[src/rtl/dpc_pkg.sv]
package dpc_pkg;
  typedef struct packed {
    logic clear;
    logic load;
  } dpcStrobes_t;
endpackage

[src/rtl/dpc_parity_half.sv]
module dpc_parity_half #(
  parameter int DATA_W = 8
) (
  input  logic [DATA_W-1:0] data,
  input  logic              expIn,
  output logic              evenOut
);
  logic treeOdd;

  // Data bits reduce first; the expansion bit enters only the last XOR.
  always_comb begin
    treeOdd = ^data;
    evenOut = ~(treeOdd ^ expIn);
  end
endmodule

[src/rtl/dpc_compare.sv]
module dpc_compare #(
  parameter int DATA_W = 8
) (
  input  logic [DATA_W-1:0] dataA,
  input  logic [DATA_W-1:0] dataB,
  output logic              mismatch
);
  localparam int PAIRS = DATA_W / 2;

  logic [PAIRS-1:0] diffA;
  logic [PAIRS-1:0] diffB;

  for (genvar p = 0; p < PAIRS; p++) begin : g_pair
    assign diffA[p] = dataA[2*p] ^ dataA[2*p+1];
    assign diffB[p] = dataB[2*p] ^ dataB[2*p+1];
  end

  assign mismatch = (|diffA) | (|diffB);
endmodule

[src/rtl/dpc_ctrl.sv]
module dpc_ctrl
  import dpc_pkg::*;
(
  input  logic        rst,
  output dpcStrobes_t strobes
);
  always_comb begin
    strobes.clear = rst;
    strobes.load  = ~rst;
  end
endmodule

[src/rtl/dpc_datapath.sv]
module dpc_datapath
  import dpc_pkg::*;
#(
  parameter int DATA_W       = 8,
  parameter int CHAIN_STAGES = 2,
  parameter bit REGISTERED   = 1'b1
) (
  input  logic                           clk,
  input  dpcStrobes_t                    strobes,
  input  logic [DATA_W-1:0]              dataA,
  input  logic                           expA,
  input  logic [DATA_W-1:0]              dataB,
  input  logic                           expB,
  input  logic [CHAIN_STAGES*DATA_W-1:0] chainData,
  output logic                           parityA,
  output logic                           parityB,
  output logic                           cmpN,
  output logic                           chainEven
);
  localparam int  CHAIN_W  = CHAIN_STAGES * DATA_W;
  localparam bit  FIX_LAST = (CHAIN_STAGES % 2) == 0;

  logic [DATA_W-1:0]  inA, inB;
  logic               inExpA, inExpB;
  logic [CHAIN_W-1:0] inChain;
  logic               combA, combB, combCmp, combChain;

  // Optional input capture
  if (REGISTERED) begin : g_inReg
    always_ff @(posedge clk) begin
      if (strobes.clear) begin
        inA     <= '0;
        inB     <= '0;
        inExpA  <= 1'b0;
        inExpB  <= 1'b0;
        inChain <= '0;
      end else if (strobes.load) begin
        inA     <= dataA;
        inB     <= dataB;
        inExpA  <= expA;
        inExpB  <= expB;
        inChain <= chainData;
      end
    end
  end else begin : g_inWire
    always_comb begin
      inA     = dataA;
      inB     = dataB;
      inExpA  = expA;
      inExpB  = expB;
      inChain = chainData;
    end
  end

  dpc_parity_half #(.DATA_W(DATA_W)) u_halfA (
    .data(inA), .expIn(inExpA), .evenOut(combA)
  );

  dpc_parity_half #(.DATA_W(DATA_W)) u_halfB (
    .data(inB), .expIn(inExpB), .evenOut(combB)
  );

  dpc_compare #(.DATA_W(DATA_W)) u_cmp (
    .dataA(inA), .dataB(inB), .mismatch(combCmp)
  );

  // Cascade: each stage's output feeds the next stage's expansion bit
  logic [CHAIN_STAGES:0] link;
  assign link[0] = 1'b0;
  for (genvar s = 0; s < CHAIN_STAGES; s++) begin : g_stage
    dpc_parity_half #(.DATA_W(DATA_W)) u_stage (
      .data   (inChain[s*DATA_W +: DATA_W]),
      .expIn  (link[s]),
      .evenOut(link[s+1])
    );
  end
  // Stage outputs alternate between even-high and odd-high
  assign combChain = link[CHAIN_STAGES] ^ FIX_LAST;

  // Optional output capture
  if (REGISTERED) begin : g_outReg
    always_ff @(posedge clk) begin
      if (strobes.clear) begin
        parityA   <= 1'b0;
        parityB   <= 1'b0;
        cmpN      <= 1'b0;
        chainEven <= 1'b0;
      end else if (strobes.load) begin
        parityA   <= combA;
        parityB   <= combB;
        cmpN      <= combCmp;
        chainEven <= combChain;
      end
    end
  end else begin : g_outWire
    always_comb begin
      parityA   = combA;
      parityB   = combB;
      cmpN      = combCmp;
      chainEven = combChain;
    end
  end
endmodule

[src/rtl/dual_parity_cmp.sv]
module dual_parity_cmp
  import dpc_pkg::*;
#(
  parameter int DATA_W       = 8,
  parameter int CHAIN_STAGES = 2,
  parameter bit REGISTERED   = 1'b1
) (
  input  logic                           clk,
  input  logic                           rst,
  input  logic [DATA_W-1:0]              dataA,
  input  logic                           expA,
  input  logic [DATA_W-1:0]              dataB,
  input  logic                           expB,
  input  logic [CHAIN_STAGES*DATA_W-1:0] chainData,
  output logic                           parityA,
  output logic                           parityB,
  output logic                           cmpN,
  output logic                           chainEven
);
  dpcStrobes_t strobes;

  dpc_ctrl u_ctrl (
    .rst(rst), .strobes(strobes)
  );

  dpc_datapath #(
    .DATA_W(DATA_W), .CHAIN_STAGES(CHAIN_STAGES), .REGISTERED(REGISTERED)
  ) u_dp (
    .clk(clk), .strobes(strobes),
    .dataA(dataA), .expA(expA), .dataB(dataB), .expB(expB),
    .chainData(chainData),
    .parityA(parityA), .parityB(parityB), .cmpN(cmpN), .chainEven(chainEven)
  );
endmodule

[config.mk]
export PLATFORM = sky130hd
export DESIGN_NAME = dual_parity_cmp
export DESIGN_NICKNAME = d
export VERILOG_FILES = /design/src/rtl/dpc_pkg.sv /design/src/rtl/dpc_parity_half.sv /design/src/rtl/dpc_compare.sv /design/src/rtl/dpc_ctrl.sv /design/src/rtl/dpc_datapath.sv /design/src/rtl/dual_parity_cmp.sv
export SDC_FILE = /design/constraint.sdc
export NUM_CORES = 1
export LEC_CHECK = 0
export ABC_AREA = 0
export BUFFER_PORTS_ARGS = -buffer_cell sky130_fd_sc_hd__buf_2
export CAP_MARGIN = 30
export CORE_UTILIZATION = 44
export DETAILED_ROUTE_END_ITERATION = 16
export PLACE_DENSITY = 0.83
export SETUP_SLACK_MARGIN = 0.1
export SLEW_MARGIN = 10
export SYNTH_ARGS = -nofsm -noshare
export SYNTH_HDL_FRONTEND = slang
export SYNTH_SLANG_ARGS = --single-unit
[constraint.sdc]
create_clock -name clk -period 1.25 [get_ports clk]
set_input_delay 0.125 -clock clk [delete_from_list [all_inputs] [get_ports clk]]
set_output_delay 0.125 -clock clk [all_outputs]
set_load 0.01 [all_outputs]
==> results of run 1 <==
## power groups by stage
stage               Combinational (mW)  Sequential [mW]  Clock, mW
floorplan                        0.248             1.38          0
global placement                 0.374             1.36          0
detailed placement               0.390             1.37          0
CTS                              0.455             1.34      0.580
global route                     0.498             1.35      0.624
finish                           0.452             1.34      0.562
## layout make-up
class | count | area (µm²)
Clock buffer | 5 | 37.54
Clock inverter | 2 | 10.01
Fill cell | 227 | 984.7
Multi-Input combinational cell | 69 | 549.3
Sequential cell | 38 | 765.7
Tap cell | 31 | 38.79
Timing Repair Buffer | 58 | 395.4
## timing repair
| item | 4_1_cts | 5_1_grt |
|---|---|---|
| hold endpoints to repair | 17 | 1 |
| pin swaps | 3 | 8 |
| gates resized for setup | 2 | 6 |
| setup endpoints to repair | 3 | 3 |
| hold buffers | 17 | 1 |
## through the flow
step | instances | hold slack [ns] | cell area, µm² | utilization
6_report | 203 | 0.009144 | 1797 | 0.6460
3_5_place_dp | 178 | 0.3391 | 1534 | 0.5515
3_3_place_gp | 178 | 0.3315 | 1534 | 0.5515
2_1_floorplan | 111 | 0.2532 | 1295 | -
5_1_grt | 203 | 0.004022 | 1797 | 0.6460
4_1_cts | 202 | 0.0003188 | 1767 | 0.6352
## synth_stat cells
| cell type | instances |
|---|---|
| nor2_1 | 3 |
| a41oi_1 | 1 |
| dfxtp_1 | 38 |
| nor2b_1 | 34 |
| xnor2_1 | 26 |
| xor2_1 | 1 |
| clkbuf_1 | 4 |
| ha_1 | 4 |
## path summary, 6_finish.rpt
check	start	to	slack, ns	depth (start not counted)
worst max-delay path	u_dp.inA[7]$_SDFF_PP0_	u_dp.parityA$_SDFF_PP0_	0.02	5
worst max register to register	u_dp.inA[7]$_SDFF_PP0_	u_dp.parityA$_SDFF_PP0_	0.02	5
worst min register to register	u_dp.inExpA$_SDFF_PP0_	u_dp.parityA$_SDFF_PP0_	0.63	3
worst min-delay path	dataB[7]	u_dp.inB[7]$_SDFF_PP0_	0.009	2
## layer usage
metal | wire (µm) | up-vias | global-route usage
met5 | 0 | - | 0
met4 | 70 | 0 | 0.1150
met3 | 113 | 7 | 0.05069
met2 | 1175 | 28 | 0.2925
met1 | 787 | 384 | 0.1211
li1 | - | 458 | -
## cells by family after synthesis
logic type | after synthesis | synth area share
AOI/OAI and AO/OA | 1 | 0.006765
xor gates and xnor gates | 27 | 0.1826
and+or+nand+nor | 37 | 0.1729
buffers and inverters | 4 | 0.01159
DFF | 38 | 0.5874
adders and majority gates | 4 | 0.03865
==> reports/results.ini, run 1 <==
[logic_synthesis]
ys_ff_latch=38
synth_top_cell_by_area=dfxtp_1
synth_cell_types=8
syn_inst=111
synth_area_leaders=dfxtp_1 (59%), xnor2_1 (18%), nor2b_1 (16%), ha_1 (3.9%), clkbuf_1 (1.2%)
syn_area_per_cell_um2=11.67
syn_area_mm2=0.001295
yosys_warnings=0
yosys.area.top_type_share=0.5874
syn-num-nets=151
ys_seq_area_frac=0.5874

[outcome]
outcome=finished, final reports clean

[power]
peakVddDrop_v=0.001002
p_total_mw=2.355
p_per_area_mw_per_mm2=1310
power_leakage_nw=0.7676
clkPwrFrac=0.239
share_seq_of_total_power=0.569
switching_share=0.2427
p_int_mw=1.783
p_switching_uw=571.4
combPwrFrac=0.192

[die]
num_io_pins=40
die_w_um=56.25
rows=19
start_util=0.4656
core_area_mm2=0.002781
die-height_um=56.25
die-area_mm2=0.003164

[cts]
cts_made_buffers=5
post_cts_buffers=0
cts_root_buf=clkbuf_4
cts_sinks=38
insertion_delay_ns=0.33
h-tree-depth=2
clk_path_buf_depth=2
tritoncts=done
clk_pin_slew_ns=0.10

[detailed_routing]
vias_per_cell=4.320
detail-route-antenna-nets=0
wl_um=2146
drc=0
wl_per_cell_um=10.57
dr.pass1.iters=4
drt_iter0_markers=6
vias=877

[global_route]
grt.overflow.total=0
grt_pass1_vias=882
grt_max_degree=24
grt_usage=0.1513
antenna_found_initial=0
grt_pass1_wl_um=3491

[setup_path]
critPathMaxFanout=1
required_ns=1.46
critical_path_arrival_ns=1.45
cpMostUsedCell=xnor2_2
cp_num_buf_inv=0
start_kind=flip-flop
max_stage_delay_ns=0.35
critPathTopFamily=XOR/XNOR gates
critPathKind=flip-flop to flip-flop
crit_path_end_kind=flip-flop
crit_chain=xnor2_2 -> ha_1 -> xnor2_2 -> xnor2_1 -> nor2_1
cp_slowest_cell=dfxtp_2

[timing]
finalCritPeriodShare=0.9878
fin_crit_ns=1.235
rsz0062_at_grt=yes
drv_slew=0
fin_worst_skew_ns=0.003583
finalSetupViolCount=0
fin_setup_tns_ns=0
hold_violations=0
worstMarginPinSlew_ns=0.4430
fmax_mhz=809.9
relSlewSlack=0.7047
fin_ws_ns=0.01530

[placed_design]
pre_cts_ws_ns=-0.02356
place_congestion=0.6697
io_buffers=39

[worst_hold_path]
hold_class=primary input to flip-flop

[finish]
largest_reg_flops=16
nets=212
reg.largest.list=u_dp.inChain: 16 flops, u_dp.inA: 8 flops, u_dp.inB: 8 flops
layout_commonest_cell=buf_2
antenna_cells=0
regMostFlops=u_dp.inChain
area_growth_pct=38.74
final_cell_mix=buf_2 (39), nor2b_1 (34), dfxtp_1 (34)
drive_gt1_frac=0.3198

[run]
timing.max_cap.violations=0

Note: power is estimated with default switching activity, not from simulation.
==> run 2: changes to the inputs <==
--- a/config.mk
+++ b/config.mk
@@ -6,11 +6,12 @@
 export NUM_CORES = 1
 export LEC_CHECK = 0
 export ABC_AREA = 0
+export ABC_CLOCK_PERIOD_IN_PS = 1250
 export BUFFER_PORTS_ARGS = -buffer_cell sky130_fd_sc_hd__buf_2
 export CAP_MARGIN = 30
 export CORE_UTILIZATION = 44
 export DETAILED_ROUTE_END_ITERATION = 16
-export PLACE_DENSITY = 0.83
+export PLACE_DENSITY = 0.78
 export SETUP_SLACK_MARGIN = 0.1
 export SLEW_MARGIN = 10
 export SYNTH_ARGS = -nofsm -noshare
==> reports/results.ini, run 2 (synthesis results as in run 1) <==
[power]
peakVddDrop_v=0.0009921  ; was 0.001002 V
power_leakage_nw=0.8447  ; was 0.7676 nW
p_total_mw=2.583  ; was 2.355 mW
p_per_area_mw_per_mm2=1308  ; was 1310 mW/mm²

[detailed_routing]
vias=954  ; was 877
drc=0  ; unchanged
dr.pass1.iters=4  ; unchanged
detail-route-antenna-nets=0  ; unchanged
wl_um=2477  ; was 2146 µm
wl_per_cell_um=11.41  ; was 10.57 µm
drt_iter0_markers=15  ; was 6
vias_per_cell=4.396  ; was 4.320

[outcome]
outcome=finished, violations left  ; was finished, final reports clean
failed_checks=negative setup slack

[placed_design]
dp_hpwl_um=1456
place_congestion=0.6601  ; was 0.6697
placed_cell_area_mm2=0.001541  ; was 0.001534 mm²
io_buffers=39  ; unchanged

[die]
core_area_mm2=0.002781  ; unchanged
die-area_mm2=0.003164  ; unchanged
start_util=0.4656  ; unchanged
die-height_um=56.25  ; unchanged
num_io_pins=40  ; unchanged
die_w_um=56.25  ; unchanged
rows=19  ; unchanged

[finish]
layout_commonest_cell=buf_2  ; unchanged
area_growth_pct=52.46  ; was 38.74%
fillers=210  ; was 227
largest_reg_flops=16  ; unchanged
drive_gt1_frac=0.3333  ; was 0.3198
nets=225  ; was 212
stdcell_area_mm2=0.001974  ; was 0.001797 mm²
regMostFlops=u_dp.inChain  ; unchanged
reg.largest.list=u_dp.inChain: 16 flops, u_dp.inA: 8 flops, u_dp.inB: 8 flops  ; unchanged
antenna_cells=0  ; unchanged
final_cell_mix=buf_2 (39), nor2b_1 (34), dfxtp_1 (31)  ; was buf_2 (39), nor2b_1 (34), dfxtp_1 (34)

[setup_path]
cpMostUsedCell=xnor2_1  ; was xnor2_2
critPathMaxFanout=1  ; unchanged
critPathKind=flip-flop to flip-flop  ; unchanged
start_kind=flip-flop  ; unchanged
crit_path_end_kind=flip-flop  ; unchanged
required_ns=1.49  ; was 1.46 ns
critical_path_arrival_ns=1.51  ; was 1.45 ns
cp_num_buf_inv=0  ; unchanged
crit_chain=xnor2_1 -> ha_1 -> xnor2_2 -> xnor2_1 -> nor2_1  ; was xnor2_2 -> ha_1 -> xnor2_2 -> xnor2_1 -> nor2_1
max_stage_delay_ns=0.35  ; about the same
cp_slowest_cell=dfxtp_1  ; was dfxtp_2
critPathTopFamily=XOR/XNOR gates  ; unchanged

[cts]
cts_sinks=38  ; unchanged
post_cts_buffers=0  ; unchanged
tritoncts=done  ; unchanged
insertion_delay_ns=0.34  ; was 0.33 ns
clk_pin_slew_ns=0.10  ; about the same
clk_path_buf_depth=2  ; unchanged
cts_made_buffers=5  ; unchanged
h-tree-depth=2  ; unchanged
cts_root_buf=clkbuf_4  ; unchanged

[timing]
fin_crit_ns=1.273  ; was 1.235 ns
fmax_mhz=785.6  ; was 809.9 MHz
relSlewSlack=0.8450  ; was 0.7047
worstMarginPinSlew_ns=0.2325  ; was 0.4430 ns
finalSetupViolCount=1  ; was 0
timing.hold.ws_ns=0.008293  ; was 0.009144 ns
hold_violations=0  ; unchanged
fin_ws_ns=-0.02299  ; was 0.01530 ns
rsz0062_at_grt=yes  ; unchanged
finalCritPeriodShare=1.018  ; was 0.9878
drv_slew=0  ; unchanged
fin_worst_skew_ns=0.003587  ; was 0.003583 ns

[global_route]
grt_pass1_wl_um=3884  ; was 3491 µm
grt_pass1_vias=981  ; was 882
grt_max_degree=16  ; was 24
grt.overflow.total=0  ; unchanged
antenna_found_initial=0  ; unchanged
grt_usage=0.1704  ; was 0.1513

[run]
timing.max_cap.violations=0  ; unchanged

[worst_hold_path]
hold_class=primary input to flip-flop  ; unchanged

[run 2: changes by cell type in the layout (fill, tap and decap cells not counted), sizes merged]
| cell | previous run | this run |
|---|---|---|
| buf | 40 | 41 |
| dlygate4sd3 | 18 | 30 |
| clkbuf | 5 | 8 |
| clkinv | 2 | 0 |
[run 2: path summary, 6_finish.rpt]
path                               start                           to  slack (ns)  depth (start not counted)
setup reg to reg  u_dp.inB[2]$_SDFF_PP0_      u_dp.parityB$_SDFF_PP0_       -0.02                          5
hold reg to reg   u_dp.inExpB$_SDFF_PP0_      u_dp.parityB$_SDFF_PP0_        0.64                          3
setup / recovery  u_dp.inB[2]$_SDFF_PP0_      u_dp.parityB$_SDFF_PP0_       -0.02                          5
hold / removal             chainData[14]  u_dp.inChain[14]$_SDFF_PP0_       0.008                          2
[run 2: worst reg2reg max path: stages (launching register included)]
cell and delay [ns]:
dfxtp_1 0.35, xnor2_1 0.14, ha_1 0.33, xnor2_2 0.17, xnor2_1 0.13, nor2_1 0.06
[run 2: through the flow]
| stage | setup slack [ns] | util | TNS, ns | instances |
|---|---|---|---|---|
| 2_1_floorplan | 0.09395 | - | 0 | 111 |
| 3_3_place_gp | 0.07595 | 0.5542 | 0 | 179 |
| 3_5_place_dp | 0.003537 | 0.5542 | 0 | 179 |
| 4_1_cts | -0.00006861 | 0.7063 | -0.00006861 | 217 |
| 5_1_grt | -0.08228 | 0.7099 | -0.08228 | 217 |
| 6_report | -0.02299 | 0.7099 | -0.02299 | 217 |
[run 2: repair_timing]
item | CTS | global route
resized for setup | 10 | 3
pin swaps | 8 | 5
endpoints found under the hold margin | 30 | 0
endpoints found under the setup margin | 3 | 3
cloned | 0 | 0
hold buffers | 30 | 0
[run 2: final cells by class]
| type | instances | area (µm²) | share of cell area |
|---|---|---|---|
| clock buffers | 8 | 78.83 | 0.03992 |
| multi-input cells | 69 | 564.3 | 0.2858 |
| flip-flops and latches | 38 | 769.5 | 0.3897 |
| well taps | 31 | 38.79 | 0.01965 |
| repair buffers | 71 | 523.0 | 0.2649 |
[run 2: power breakdown]
group | switching, mW | internal [mW] | leakage (nW) | total, mW
combinational | 0.181 | 0.307 | 0.481 | 0.488
sequential | 0.0391 | 1.31 | 0.319 | 1.34
clock | 0.366 | 0.384 | 0.0446 | 0.750
total | 0.586 | 2.00 | 0.845 | 2.58
[run 2: layer usage]
| metal | routed length, µm | vias up | part of all wire | global-route usage |
|---|---|---|---|---|
| li1 | - | 484 | - | - |
| met1 | 942 | 434 | 0.38 | 0.1521 |
| met2 | 1358 | 30 | 0.55 | 0.3282 |
| met3 | 129 | 6 | 0.052 | 0.07143 |
| met4 | 47 | 0 | 0.019 | 0.07317 |
| met5 | 0 | - | 0 | 0 |
==> run 3: changes to the inputs <==
--- a/config.mk
+++ b/config.mk
@@ -11,7 +11,7 @@
 export CAP_MARGIN = 30
 export CORE_UTILIZATION = 44
 export DETAILED_ROUTE_END_ITERATION = 16
-export PLACE_DENSITY = 0.78
+export PLACE_DENSITY = 0.82
 export SETUP_SLACK_MARGIN = 0.1
 export SLEW_MARGIN = 10
 export SYNTH_ARGS = -nofsm -noshare
==> reports/results.ini, run 3 (synthesis results as in run 1) <==
[detailed_routing]
detail-route-antenna-nets=0  ; unchanged
drc=0  ; unchanged
vias=812  ; was 954
dr.pass1.iters=2  ; was 4
drt_iter0_markers=10  ; was 15
wl_per_cell_um=10.09  ; was 11.41 µm
wl_um=1896  ; was 2477 µm
vias_per_cell=4.319  ; was 4.396

[cts]
clk_pin_slew_ns=0.09  ; was 0.10 ns
cts_root_buf=clkbuf_4  ; unchanged
h-tree-depth=2  ; unchanged
cts_made_buffers=5  ; unchanged
post_cts_buffers=0  ; unchanged
insertion_delay_ns=0.31  ; was 0.34 ns
tritoncts=done  ; unchanged
cts_sinks=38  ; unchanged
clk_path_buf_depth=2  ; unchanged

[global_route]
grt_use_met2=0.2500  ; was 0.3282
grt_usage=0.1351  ; was 0.1704
grt_pass1_wl_um=3215  ; was 3884 µm
grt_util_met1=0.1313  ; was 0.1521
grt.overflow.total=0  ; unchanged
busiest_layer=met2  ; unchanged
gr-usage-met3=0.05069  ; was 0.07143
grt_pass1_vias=825  ; was 981
grt_max_degree=24  ; was 16
antenna_found_initial=0  ; unchanged

[die]
core_area_mm2=0.002781  ; unchanged
num_io_pins=40  ; unchanged
die_w_um=56.25  ; unchanged
die-height_um=56.25  ; unchanged
start_util=0.4656  ; unchanged
rows=19  ; unchanged
die-area_mm2=0.003164  ; unchanged

[finish]
reg.largest.list=u_dp.inChain: 16 flops, u_dp.inA: 8 flops, u_dp.inB: 8 flops  ; unchanged
layout.cells.non_filler=188  ; was 217
nets=198  ; was 225
final_cell_mix=buf_2 (39), nor2b_1 (34), dfxtp_1 (33)  ; was buf_2 (39), nor2b_1 (34), dfxtp_1 (31)
stdcell_area_mm2=0.001662  ; was 0.001974 mm²
layout_commonest_cell=buf_2  ; unchanged
regMostFlops=u_dp.inChain  ; unchanged
largest_reg_flops=16  ; unchanged
antenna_cells=0  ; unchanged
area_growth_pct=28.31  ; was 52.46%
drive_gt1_frac=0.3503  ; was 0.3333

[power]
power_leakage_nw=0.7088  ; was 0.8447 nW
clkPwrFrac=0.248  ; was 0.291
p_per_area_mw_per_mm2=1401  ; was 1308 mW/mm²
p_total_mw=2.328  ; was 2.583 mW
combPwrFrac=0.176  ; was 0.189
share_seq_of_total_power=0.577  ; was 0.521
p_switching_uw=521.3  ; was 586.4 µW
p_int_mw=1.806  ; was 1.997 mW
switching_share=0.2240  ; was 0.2270
peakVddDrop_v=0.001069  ; was 0.0009921 V

[run]
timing.max_cap.violations=0  ; unchanged

[timing]
rsz0062_at_grt=yes  ; unchanged
fin_crit_ns=1.200  ; was 1.273 ns
worstMarginPinSlew_ns=0.3061  ; was 0.2325 ns
finalSetupViolCount=0  ; was 1
hold_violations=0  ; unchanged
timing.hold.ws_ns=0.01831  ; was 0.008293 ns
finalCritPeriodShare=0.9602  ; was 1.018
drv_slew=0  ; unchanged
relSlewSlack=0.7960  ; was 0.8450
fin_ws_ns=0.04973  ; was -0.02299 ns
fin_worst_skew_ns=0.001433  ; was 0.003587 ns
fmax_mhz=833.1  ; was 785.6 MHz

[placed_design]
place_congestion=0.6049  ; was 0.6601
io_buffers=39  ; unchanged
dp_hpwl_um=1447  ; was 1456 µm
placed_cell_area_mm2=0.001534  ; was 0.001541 mm²
dp_cells=178  ; was 179
pre_cts_ws_ns=0.01975  ; was 0.003537 ns

[setup_path]
critical_path.endpoint=u_dp.parityA$_SDFF_PP0_  ; was u_dp.parityB$_SDFF_PP0_
reg2reg_depth=5  ; unchanged
critPathMaxFanout=1  ; unchanged
r2r_end=u_dp.parityA$_SDFF_PP0_  ; was u_dp.parityB$_SDFF_PP0_
rrSetupSlack_ns=0.05  ; was -0.02 ns
required_ns=1.46  ; was 1.49 ns
start_kind=flip-flop  ; unchanged
crit_start=u_dp.inA[7]$_SDFF_PP0_  ; was u_dp.inB[2]$_SDFF_PP0_
critical_path_arrival_ns=1.41  ; was 1.51 ns
r2r-start=u_dp.inA[7]$_SDFF_PP0_  ; was u_dp.inB[2]$_SDFF_PP0_
critPathKind=flip-flop to flip-flop  ; unchanged
crit_path_end_kind=flip-flop  ; unchanged

[outcome]
outcome=finished, final reports clean  ; was finished, violations left

[worst_hold_path]
hold_class=primary input to flip-flop  ; unchanged

run 3: worst max-delay path, cell delays in order, from the launching register on:
cell     delay (ns)
dfxtp_1        0.34
xnor2_2        0.14
ha_1           0.30
xnor2_2        0.15
xnor2_1        0.13
nor2_1         0.05
run 3: power by group through the flow:
| stage | logic, mW | registers (mW) | clock network (mW) |
|---|---|---|---|
| after global placement | 0.373 | 1.36 | 0 |
| after detailed placement | 0.385 | 1.37 | 0 |
| after floorplan | 0.248 | 1.38 | 0 |
| final | 0.409 | 1.34 | 0.576 |
| after CTS | 0.402 | 1.34 | 0.605 |
| after global routing | 0.457 | 1.35 | 0.650 |
run 3: cell type report:
| type | instances | area [µm²] |
|---|---|---|
| Tap cell | 31 | 38.79 |
| Multi-Input combinational cell | 69 | 549.3 |
| Clock buffer | 6 | 51.30 |
| Sequential cell | 38 | 767.0 |
| Timing Repair Buffer | 44 | 255.2 |
| Fill cell | 248 | 1120 |
run 3: what timing repair did:
item,4_1_cts,5_1_grt
endpoints found under the setup margin,3,3
gates resized for setup,3,6
hold buffers,3,1
hold endpoints to repair,3,1
pin swaps,6,12
run 3: worst min path at each step:
stage	startpoint	endpoint	cells past startpoint
2_1_floorplan	dataA[0]	u_dp.inA[0]$_SDFF_PP0_	1
3_3_place_gp	dataB[4]	u_dp.inB[4]$_SDFF_PP0_	2
3_5_place_dp	dataB[6]	u_dp.inB[6]$_SDFF_PP0_	2
4_1_cts	chainData[1]	u_dp.inChain[1]$_SDFF_PP0_	2
5_1_grt	chainData[13]	u_dp.inChain[13]$_SDFF_PP0_	2
6_report	chainData[1]	u_dp.inChain[1]$_SDFF_PP0_	2
run 3: metrics by stage:
step | util | setup TNS [ns]
2_1_floorplan | - | 0
3_3_place_gp | 0.5515 | 0
3_5_place_dp | 0.5515 | 0
4_1_cts | 0.5843 | 0
5_1_grt | 0.5974 | -0.05044
6_report | 0.5974 | 0
run 3: metal layers:
layer	part of all wire	wire length (µm)
met1	0.40	755
met2	0.53	1012
met3	0.057	108
met4	0.011	21
met5	0	0
